===== config.mk =====
export PLATFORM = sky130hd
export DESIGN_NAME = intra4_pred
export DESIGN_NICKNAME = d
export VERILOG_FILES = /design/src/rtl/intra4_pkg.sv /design/src/rtl/intra4_term_pool.sv /design/src/rtl/intra4_mode_router.sv /design/src/rtl/intra4_pred.sv
export SDC_FILE = /design/constraint.sdc
export NUM_CORES = 1
export LEC_CHECK = 0
export ABC_CLOCK_PERIOD_IN_PS = 800
export BUFFER_PORTS_ARGS = -buffer_cell sky130_fd_sc_hd__buf_2
export CORE_UTILIZATION = 25
export DETAILED_ROUTE_END_ITERATION = 8
export SYNTH_ARGS = -nofsm -noshare
export SYNTH_HDL_FRONTEND = slang
export SYNTH_SLANG_ARGS = --single-unit
export TNS_END_PERCENT = 30

===== constraint.sdc =====
create_clock -name clk -period 0.8 [get_ports clk]
set_input_delay 0.08 -clock clk [delete_from_list [all_inputs] [get_ports clk]]
set_output_delay 0.08 -clock clk [all_outputs]
set_load 0.01 [all_outputs]

===== src/rtl/intra4_pkg.sv =====
package intra4_pkg;
  localparam int unsigned NB_TOTAL = 13;   // L K J I M A B C D E F G H
  localparam int unsigned TAP3_N   = 13;
  localparam int unsigned TAP2_N   = 10;
  localparam int unsigned BLK_PIX  = 16;
  localparam int unsigned MODE_N   = 9;
  localparam int unsigned MODE_W   = 4;

  typedef enum logic [MODE_W-1:0] {
    M_VERT = 4'd0, M_HORZ = 4'd1, M_DC = 4'd2, M_DDL = 4'd3, M_DDR = 4'd4,
    M_VR   = 4'd5, M_HD   = 4'd6, M_VL = 4'd7, M_HU  = 4'd8
  } pred_mode_e;

  // weighted three-tap smoothing with rounding
  function automatic logic [31:0] tap3_f(logic [31:0] a, logic [31:0] b, logic [31:0] c);
    return (a + 2 * b + c + 32'd2) >> 2;
  endfunction

  // two-tap average with rounding
  function automatic logic [31:0] tap2_f(logic [31:0] a, logic [31:0] b);
    return (a + b + 32'd1) >> 1;
  endfunction

  // rounded mean of eight values, given their sum
  function automatic logic [31:0] dc_f(logic [31:0] sum8);
    return (sum8 + 32'd4) >> 3;
  endfunction
endpackage


===== src/rtl/intra4_term_pool.sv =====
module intra4_term_pool
  import intra4_pkg::*;
#(
  parameter int PIX_W = 8
) (
  input  logic [8*PIX_W-1:0]              top_nb,
  input  logic [4*PIX_W-1:0]              left_nb,
  input  logic [PIX_W-1:0]                corner_nb,
  output logic [NB_TOTAL-1:0][PIX_W-1:0]  nb_line,
  output logic [TAP3_N-1:0][PIX_W-1:0]    tap3,
  output logic [TAP2_N-1:0][PIX_W-1:0]    tap2,
  output logic [PIX_W-1:0]                raw_l
);
  // one continuous border path: index 0 = L ... 3 = I, 4 = M, 5 = A ... 12 = H
  for (genvar k = 0; k < 4; k++) begin : g_left
    assign nb_line[k] = left_nb[(3-k)*PIX_W +: PIX_W];
  end
  assign nb_line[4] = corner_nb;
  for (genvar k = 0; k < 8; k++) begin : g_top
    assign nb_line[5+k] = top_nb[k*PIX_W +: PIX_W];
  end

  // three-tap terms centred on each border pixel; the ends replicate
  // their centre, giving K+3L and G+3H
  for (genvar k = 0; k < TAP3_N; k++) begin : g_tap3
    localparam int LO = (k == 0) ? 0 : k - 1;
    localparam int HI = (k == TAP3_N - 1) ? k : k + 1;
    assign tap3[k] = PIX_W'(tap3_f(32'(nb_line[LO]), 32'(nb_line[k]), 32'(nb_line[HI])));
  end

  // two-tap terms between neighbours L/K .. E/F
  for (genvar k = 0; k < TAP2_N; k++) begin : g_tap2
    assign tap2[k] = PIX_W'(tap2_f(32'(nb_line[k]), 32'(nb_line[k+1])));
  end

  assign raw_l = nb_line[0];
endmodule


===== src/rtl/intra4_mode_router.sv =====
module intra4_mode_router
  import intra4_pkg::*;
#(
  parameter int PIX_W = 8
) (
  input  logic [8*PIX_W-1:0]                        top_nb,
  input  logic [4*PIX_W-1:0]                        left_nb,
  input  logic [TAP3_N-1:0][PIX_W-1:0]              tap3,
  input  logic [TAP2_N-1:0][PIX_W-1:0]              tap2,
  input  logic [PIX_W-1:0]                          raw_l,
  output logic [MODE_N-1:0][BLK_PIX-1:0][PIX_W-1:0] mode_blk
);
  localparam int SUM_W = PIX_W + 3;

  logic [SUM_W-1:0] dc_sum;
  logic [PIX_W-1:0] dc_val;

  always_comb begin
    dc_sum = '0;
    for (int i = 0; i < 4; i++) begin
      dc_sum = dc_sum + SUM_W'(top_nb[i*PIX_W +: PIX_W]) + SUM_W'(left_nb[i*PIX_W +: PIX_W]);
    end
  end
  assign dc_val = PIX_W'(dc_f(32'(dc_sum)));

  for (genvar y = 0; y < 4; y++) begin : g_row
    for (genvar x = 0; x < 4; x++) begin : g_col
      localparam int POS = 4*y + x;
      localparam int ZVR = 2*x - y;
      localparam int ZHD = 2*y - x;
      localparam int ZHU = x + 2*y;

      assign mode_blk[M_VERT][POS] = top_nb[x*PIX_W +: PIX_W];
      assign mode_blk[M_HORZ][POS] = left_nb[y*PIX_W +: PIX_W];
      assign mode_blk[M_DC][POS]   = dc_val;
      assign mode_blk[M_DDL][POS]  = tap3[6 + x + y];
      assign mode_blk[M_DDR][POS]  = tap3[4 + x - y];

      if (ZVR >= 0 && (ZVR % 2) == 0) begin : g_vr_a
        assign mode_blk[M_VR][POS] = tap2[4 + x - (y >> 1)];
      end else if (ZVR >= -1) begin : g_vr_b
        assign mode_blk[M_VR][POS] = tap3[4 + x - (y >> 1)];
      end else begin : g_vr_c
        assign mode_blk[M_VR][POS] = tap3[5 - y];
      end

      if (ZHD >= 0 && (ZHD % 2) == 0) begin : g_hd_a
        assign mode_blk[M_HD][POS] = tap2[3 - y + (x >> 1)];
      end else if (ZHD >= -1) begin : g_hd_b
        assign mode_blk[M_HD][POS] = tap3[4 - y + (x >> 1)];
      end else begin : g_hd_c
        assign mode_blk[M_HD][POS] = tap3[3 + x];
      end

      if ((y % 2) == 0) begin : g_vl_a
        assign mode_blk[M_VL][POS] = tap2[5 + x + (y >> 1)];
      end else begin : g_vl_b
        assign mode_blk[M_VL][POS] = tap3[6 + x + (y >> 1)];
      end

      if (ZHU < 5 && (ZHU % 2) == 0) begin : g_hu_a
        assign mode_blk[M_HU][POS] = tap2[2 - y - (x >> 1)];
      end else if (ZHU < 5) begin : g_hu_b
        assign mode_blk[M_HU][POS] = tap3[2 - y - (x >> 1)];
      end else if (ZHU == 5) begin : g_hu_c
        assign mode_blk[M_HU][POS] = tap3[0];
      end else begin : g_hu_d
        assign mode_blk[M_HU][POS] = raw_l;
      end
    end
  end
endmodule


===== src/rtl/intra4_pred.sv =====
module intra4_pred
  import intra4_pkg::*;
#(
  parameter int PIX_W = 8
) (
  input  logic                  clk,
  input  logic                  rst_n,
  input  logic [8*PIX_W-1:0]    top_nb,
  input  logic [4*PIX_W-1:0]    left_nb,
  input  logic [PIX_W-1:0]      corner_nb,
  input  logic [MODE_W-1:0]     mode_sel,
  output logic [16*PIX_W-1:0]   pred_blk
);
  logic [NB_TOTAL-1:0][PIX_W-1:0]          nb_line;
  logic [TAP3_N-1:0][PIX_W-1:0]            tap3;
  logic [TAP2_N-1:0][PIX_W-1:0]            tap2;
  logic [PIX_W-1:0]                        raw_l;
  logic [MODE_N-1:0][BLK_PIX-1:0][PIX_W-1:0] mode_blk;
  logic [MODE_W-1:0]                       sel_eff;
  logic                                    sel_oor;
  logic [BLK_PIX-1:0][PIX_W-1:0]           pred_q;

  intra4_term_pool #(.PIX_W(PIX_W)) u_pool (
    .top_nb    (top_nb),
    .left_nb   (left_nb),
    .corner_nb (corner_nb),
    .nb_line   (nb_line),
    .tap3      (tap3),
    .tap2      (tap2),
    .raw_l     (raw_l)
  );

  intra4_mode_router #(.PIX_W(PIX_W)) u_route (
    .top_nb   (top_nb),
    .left_nb  (left_nb),
    .tap3     (tap3),
    .tap2     (tap2),
    .raw_l    (raw_l),
    .mode_blk (mode_blk)
  );

  assign sel_oor = (mode_sel > MODE_W'(MODE_N - 1));
  assign sel_eff = sel_oor ? M_DC : mode_sel;

  always_ff @(posedge clk or negedge rst_n) begin
    if (!rst_n) pred_q <= '0;
    else        pred_q <= mode_blk[sel_eff];
  end

  assign pred_blk = pred_q;

  // ---------------- assertions ----------------

  for (genvar k = 0; k < TAP3_N; k++) begin : g_t3_chk
    localparam int LO = (k == 0) ? 0 : k - 1;
    localparam int HI = (k == TAP3_N - 1) ? k : k + 1;

    tap3_bound_chk: assert property (@(posedge clk) disable iff (!rst_n)
      (tap3[k] <= ((nb_line[LO] > nb_line[k]) ? ((nb_line[LO] > nb_line[HI]) ? nb_line[LO] : nb_line[HI])
                                              : ((nb_line[k]  > nb_line[HI]) ? nb_line[k]  : nb_line[HI])))
      && (tap3[k] >= ((nb_line[LO] < nb_line[k]) ? ((nb_line[LO] < nb_line[HI]) ? nb_line[LO] : nb_line[HI])
                                                 : ((nb_line[k]  < nb_line[HI]) ? nb_line[k]  : nb_line[HI]))));
  end
  for (genvar k = 0; k < TAP2_N; k++) begin : g_t2_chk

    tap2_bound_chk: assert property (@(posedge clk) disable iff (!rst_n)
      (tap2[k] <= ((nb_line[k] > nb_line[k+1]) ? nb_line[k] : nb_line[k+1]))
      && (tap2[k] >= ((nb_line[k] < nb_line[k+1]) ? nb_line[k] : nb_line[k+1])));
  end

  for (genvar y = 0; y < 4; y++) begin : g_px_chk
    for (genvar x = 0; x < 4; x++) begin : g_px

      vert_copy_chk: assert property (@(posedge clk) disable iff (!rst_n)
        ($past(rst_n) && $past(mode_sel) == M_VERT) |-> pred_q[4*y+x] == $past(top_nb[x*PIX_W +: PIX_W]));

      horz_copy_chk: assert property (@(posedge clk) disable iff (!rst_n)
        ($past(rst_n) && $past(mode_sel) == M_HORZ) |-> pred_q[4*y+x] == $past(left_nb[y*PIX_W +: PIX_W]));

      dc_flat_chk: assert property (@(posedge clk) disable iff (!rst_n)
        ($past(mode_sel) == M_DC) |-> pred_q[4*y+x] == pred_q[0]);

      oor_flat_chk: assert property (@(posedge clk) disable iff (!rst_n)
        $past(sel_oor) |-> pred_q[4*y+x] == pred_q[0]);
      if (y > 0 && x < 3) begin : g_ddl

        ddl_diag_chk: assert property (@(posedge clk) disable iff (!rst_n)
          ($past(mode_sel) == M_DDL) |-> pred_q[4*y+x] == pred_q[4*(y-1)+x+1]);
      end
      if (y > 0 && x > 0) begin : g_ddr

        ddr_diag_chk: assert property (@(posedge clk) disable iff (!rst_n)
          ($past(mode_sel) == M_DDR) |-> pred_q[4*y+x] == pred_q[4*(y-1)+x-1]);
      end
    end
  end
endmodule


==> results by group <==
CTS
  • Root Buffer: clkbuf_16
  • CTS sink cnt: 128
  • Number of CTS-inserted buffers: 17
  • Longest Clk Path Bufs: 2
  • TritonCTS clock tree: yes
  • H-tree depth: 4
  • CTS clk-pin slew, worst paths: 0.06 ns

Run status
  • Status: finished, violations left
  • Failing checks: setup timing

STA
  • Worst hold slack: 0.0514 ns
  • Worst slew margin: 41.9%
  • Max Fclk: 0.202 GHz
  • Final setup fails: 256
  • Fin crit period: 4.94 ns
  • Worst setup slack after layout: -4.14 ns
  • RSZ-0062 raised after global routing: yes
  • Final slew viol count: 0
  • Period utilisation layout: 618%
  • Fin. Hold Viols: 0
  • Tightest Pin Transition: 0.868 ns

Global route
  • Largest net degree at the start of global routing: 39
  • Initial antenna violation count: 8
  • Overall Global Routing Usage: 27.9%
  • GRT overflow: 0
  • First-pass GRT wire length: 170 mm
  • Number of global-route vias before repair: 25600

Route
  • Starting DRT DRC Count: 2631
  • Post-DRT Antenna Nets: 0
  • Routed vias: 26200
  • DR WL/cell: 25.2 um
  • Residual DRC count: 0
  • Vias per inst: 5.53
  • Total Wirelength: 119 mm
  • Pre-antenna DRT Iters: 6

Cells and area
  • Max FFs per register: 128
  • Area Overhead vs Synth: 55.0%
  • Layout cell share with drive strength beyond 1: 39.0%
  • Most common cell after layout, fill and taps aside: buf_4
  • Net count, final: 4090
  • Final Instance Area: 0.0320 mm^2
  • Commonest non-fill, non-tap cells in the layout: 900 x buf_4, 252 x nand2_1, 204 x a21oi_1
  • Filler cells: 8494

Yosys
  • Mapped Cells: 2554
  • EDFF count, synth: 0
  • Part of the Yosys area used for sequential elements: 15.5%
  • Syn Nets: 3004
  • Ys flop type: dfrtp_1
  • YS warnings: 0
  • Ys async rst share: 100%
  • FF+latch count, synth: 128
  • Distinct cells, synth: 92
  • Syn Std Cell Area: 0.0207 mm^2
  • Syn avg cell area: 8.09 um^2

Critical path
  • CP required: 1.14 ns
  • CP Class: in -> reg
  • Worst Setup End Kind: register
  • CP Launch Point: left_nb[2]
  • Arr. time, crit path: 5.29 ns
  • Crit start category: primary input
  • Worst-path fanout max: 3
  • Crit path to: pred_blk[102]

Power and ir drop
  • Leakage power: 14.9 nW
  • Sw frac: 46.6%
  • Total power: 0.106 W
  • Comb power frac: 81.7%
  • Flop pwr share: 10.9%
  • Sw power: 0.0495 W
  • Clock power frac: 7.5%
  • Peak VDD IR: 0.00224 V
  • Internal: 0.0567 W
  • Power density cells: 3320 mW/mm^2

Placement
  • Placed instance area: 0.0300 mm^2
  • Post-DP HPWL: 101 mm
  • Setup slack at placement: -4.85 ns
  • Routability congestion estimate: 1.02
  • IO buf count: 237

Flow run
  • Max-cap violations: 0

Die
  • Total core area: 0.0820 mm^2
  • Initial Util: 25.2%
  • Row count: 105
  • I/O pin count: 238
  • Die ar.: 0.0838 mm^2
  • Die width: 289 um
  • Die height: 289 um

Hold path
  • Hold Crit Class: in -> reg
-- layer usage --
metal / share of wire [%] / wire [um] / vias to the layer above / GRT usage (%)
met5: 0.053 / 63 / - / 0
met4: 3.4 / 4060 / 12 / 9.38
met3: 9.2 / 11000 / 202 / 5.09
met2: 45 / 53500 / 1343 / 44.3
met1: 42 / 50300 / 12900 / 38.0
li1: - / - / 11700 / -
-- cell families after synthesis --
kind of cell               Yosys count  share of synthesized area, %
AOI/OAI and AO/OA                  947                          31.3
and+or+nand+nor                    767                          17.6
adders and majority gates          340                          25.2
buffers and inverters              260                          5.41
DFF                                128                          15.5
xor gates and xnor gates            96                          4.07
muxes                               16                         0.927
-- repair_timing --
item	4_1_cts	5_1_grt
pin swaps	72	72
gates resized for setup	135	96
endpoints found under the setup margin	256	256
endpoints found under the hold margin	129	0
hold buffers	2	0
buffers inserted	24	14
-- worst min-delay path by stage --
stage	end	cells after the start	slack (ns)	from
after floorplan	pred_blk[0]	0	-0.22	rst_n
after global placement	pred_blk[10]	2	0.03	rst_n
after detailed placement	pred_blk[10]	2	0.03	rst_n
after CTS	pred_blk[106]	3	0.01	left_nb[26]
after global routing	pred_blk[106]	3	0.05	left_nb[26]
final	pred_blk[106]	3	0.05	left_nb[26]
-- worst max-delay path: stages --
cell	delay, ns
buf_2	0.20
ha_4	0.23
nor2b_2	0.15
o21ai_2	0.21
a21boi_2	0.10
o21ai_1	0.14
nand2b_1	0.11
buf_4	0.14
buf_4	0.12
buf_4	0.12
buf_4	0.12
buf_4	0.12
buf_4	0.12
buf_4	0.12
a21o_1	0.18
a21o_1	0.19
ha_4	0.22
fa_1	0.53
ha_4	0.22
ha_4	0.27
nand2_2	0.05
nor3_2	0.18
nand4_1	0.24
buf_4	0.24
a21o_1	0.21
a311o_1	0.40
a21oi_1	0.16
o21ai_1	0.10
-- power groups by stage --
stage	registers (W)	logic [W]	clock network, W
after global routing	0.0118	0.0915	0.00825
after detailed placement	0.0115	0.0687	0
after global placement	0.0116	0.0682	0
after floorplan	0.0128	0.0345	0
final	0.0116	0.0867	0.00792
after CTS	0.0115	0.0794	0.00805
-- final cells by class --
| type | count | area (um^2) | share of cell area, % |
|---|---|---|---|
| sequential | 128 | 3200 | 10.0 |
| clock inverter | 13 | 131 | 0.410 |
| clock buffer | 19 | 443 | 1.38 |
| antenna | 3 | 7.51 | 0.0234 |
| inverter | 134 | 520 | 1.63 |
| tap | 1070 | 1340 | 4.18 |
| multi-input combinational | 2166 | 17300 | 54.1 |
| timing repair buffer | 1193 | 9060 | 28.3 |
-- stage by stage --
step	cells	utilization (%)	TNS (ns)
global placement	4657	36.6	-573.36
finish	4726	39.1	-525.58
detailed placement	4657	36.6	-576.71
CTS	4713	38.3	-520.60
global route	4724	39.1	-545.70
floorplan	2554	-	-472.57
-- cell usage after synthesis (9+ instances only) --
cell type,n,area [um^2]
nand2_1,257,965
a21oi_1,219,1100
ha_1,213,2670
nor2_1,169,634
o21ai_0,160,801
inv_1,134,503
dfrtp_1,128,3200
fa_1,127,2540
a211oi_1,79,593
nand3_1,78,390
nor3_1,73,365
o211ai_1,70,526
buf_2,63,315
xnor2_1,52,455
a21o_1,50,375
a31oi_1,47,294
xor2_1,44,385
clkbuf_1,41,154
o31ai_1,31,233
or3_1,31,194
nand2b_1,30,188
and2_1,28,175
a211o_1,21,184
nor2b_1,20,125
o21a_1,20,150
o31a_1,20,175
o221ai_1,18,158
a221oi_1,16,140
and3_1,16,100
nor3b_1,16,120
o21bai_1,16,120
o21ai_1,15,75.1
a221o_1,14,140
buf_1,14,52.6
or2_2,13,81.3
mux2i_1,12,120
o2111ai_1,11,96.3
o311ai_0,11,96.3
a311oi_1,10,87.6
a311o_1,9,90.1
Note: power is estimated with default switching activity, not from simulation.
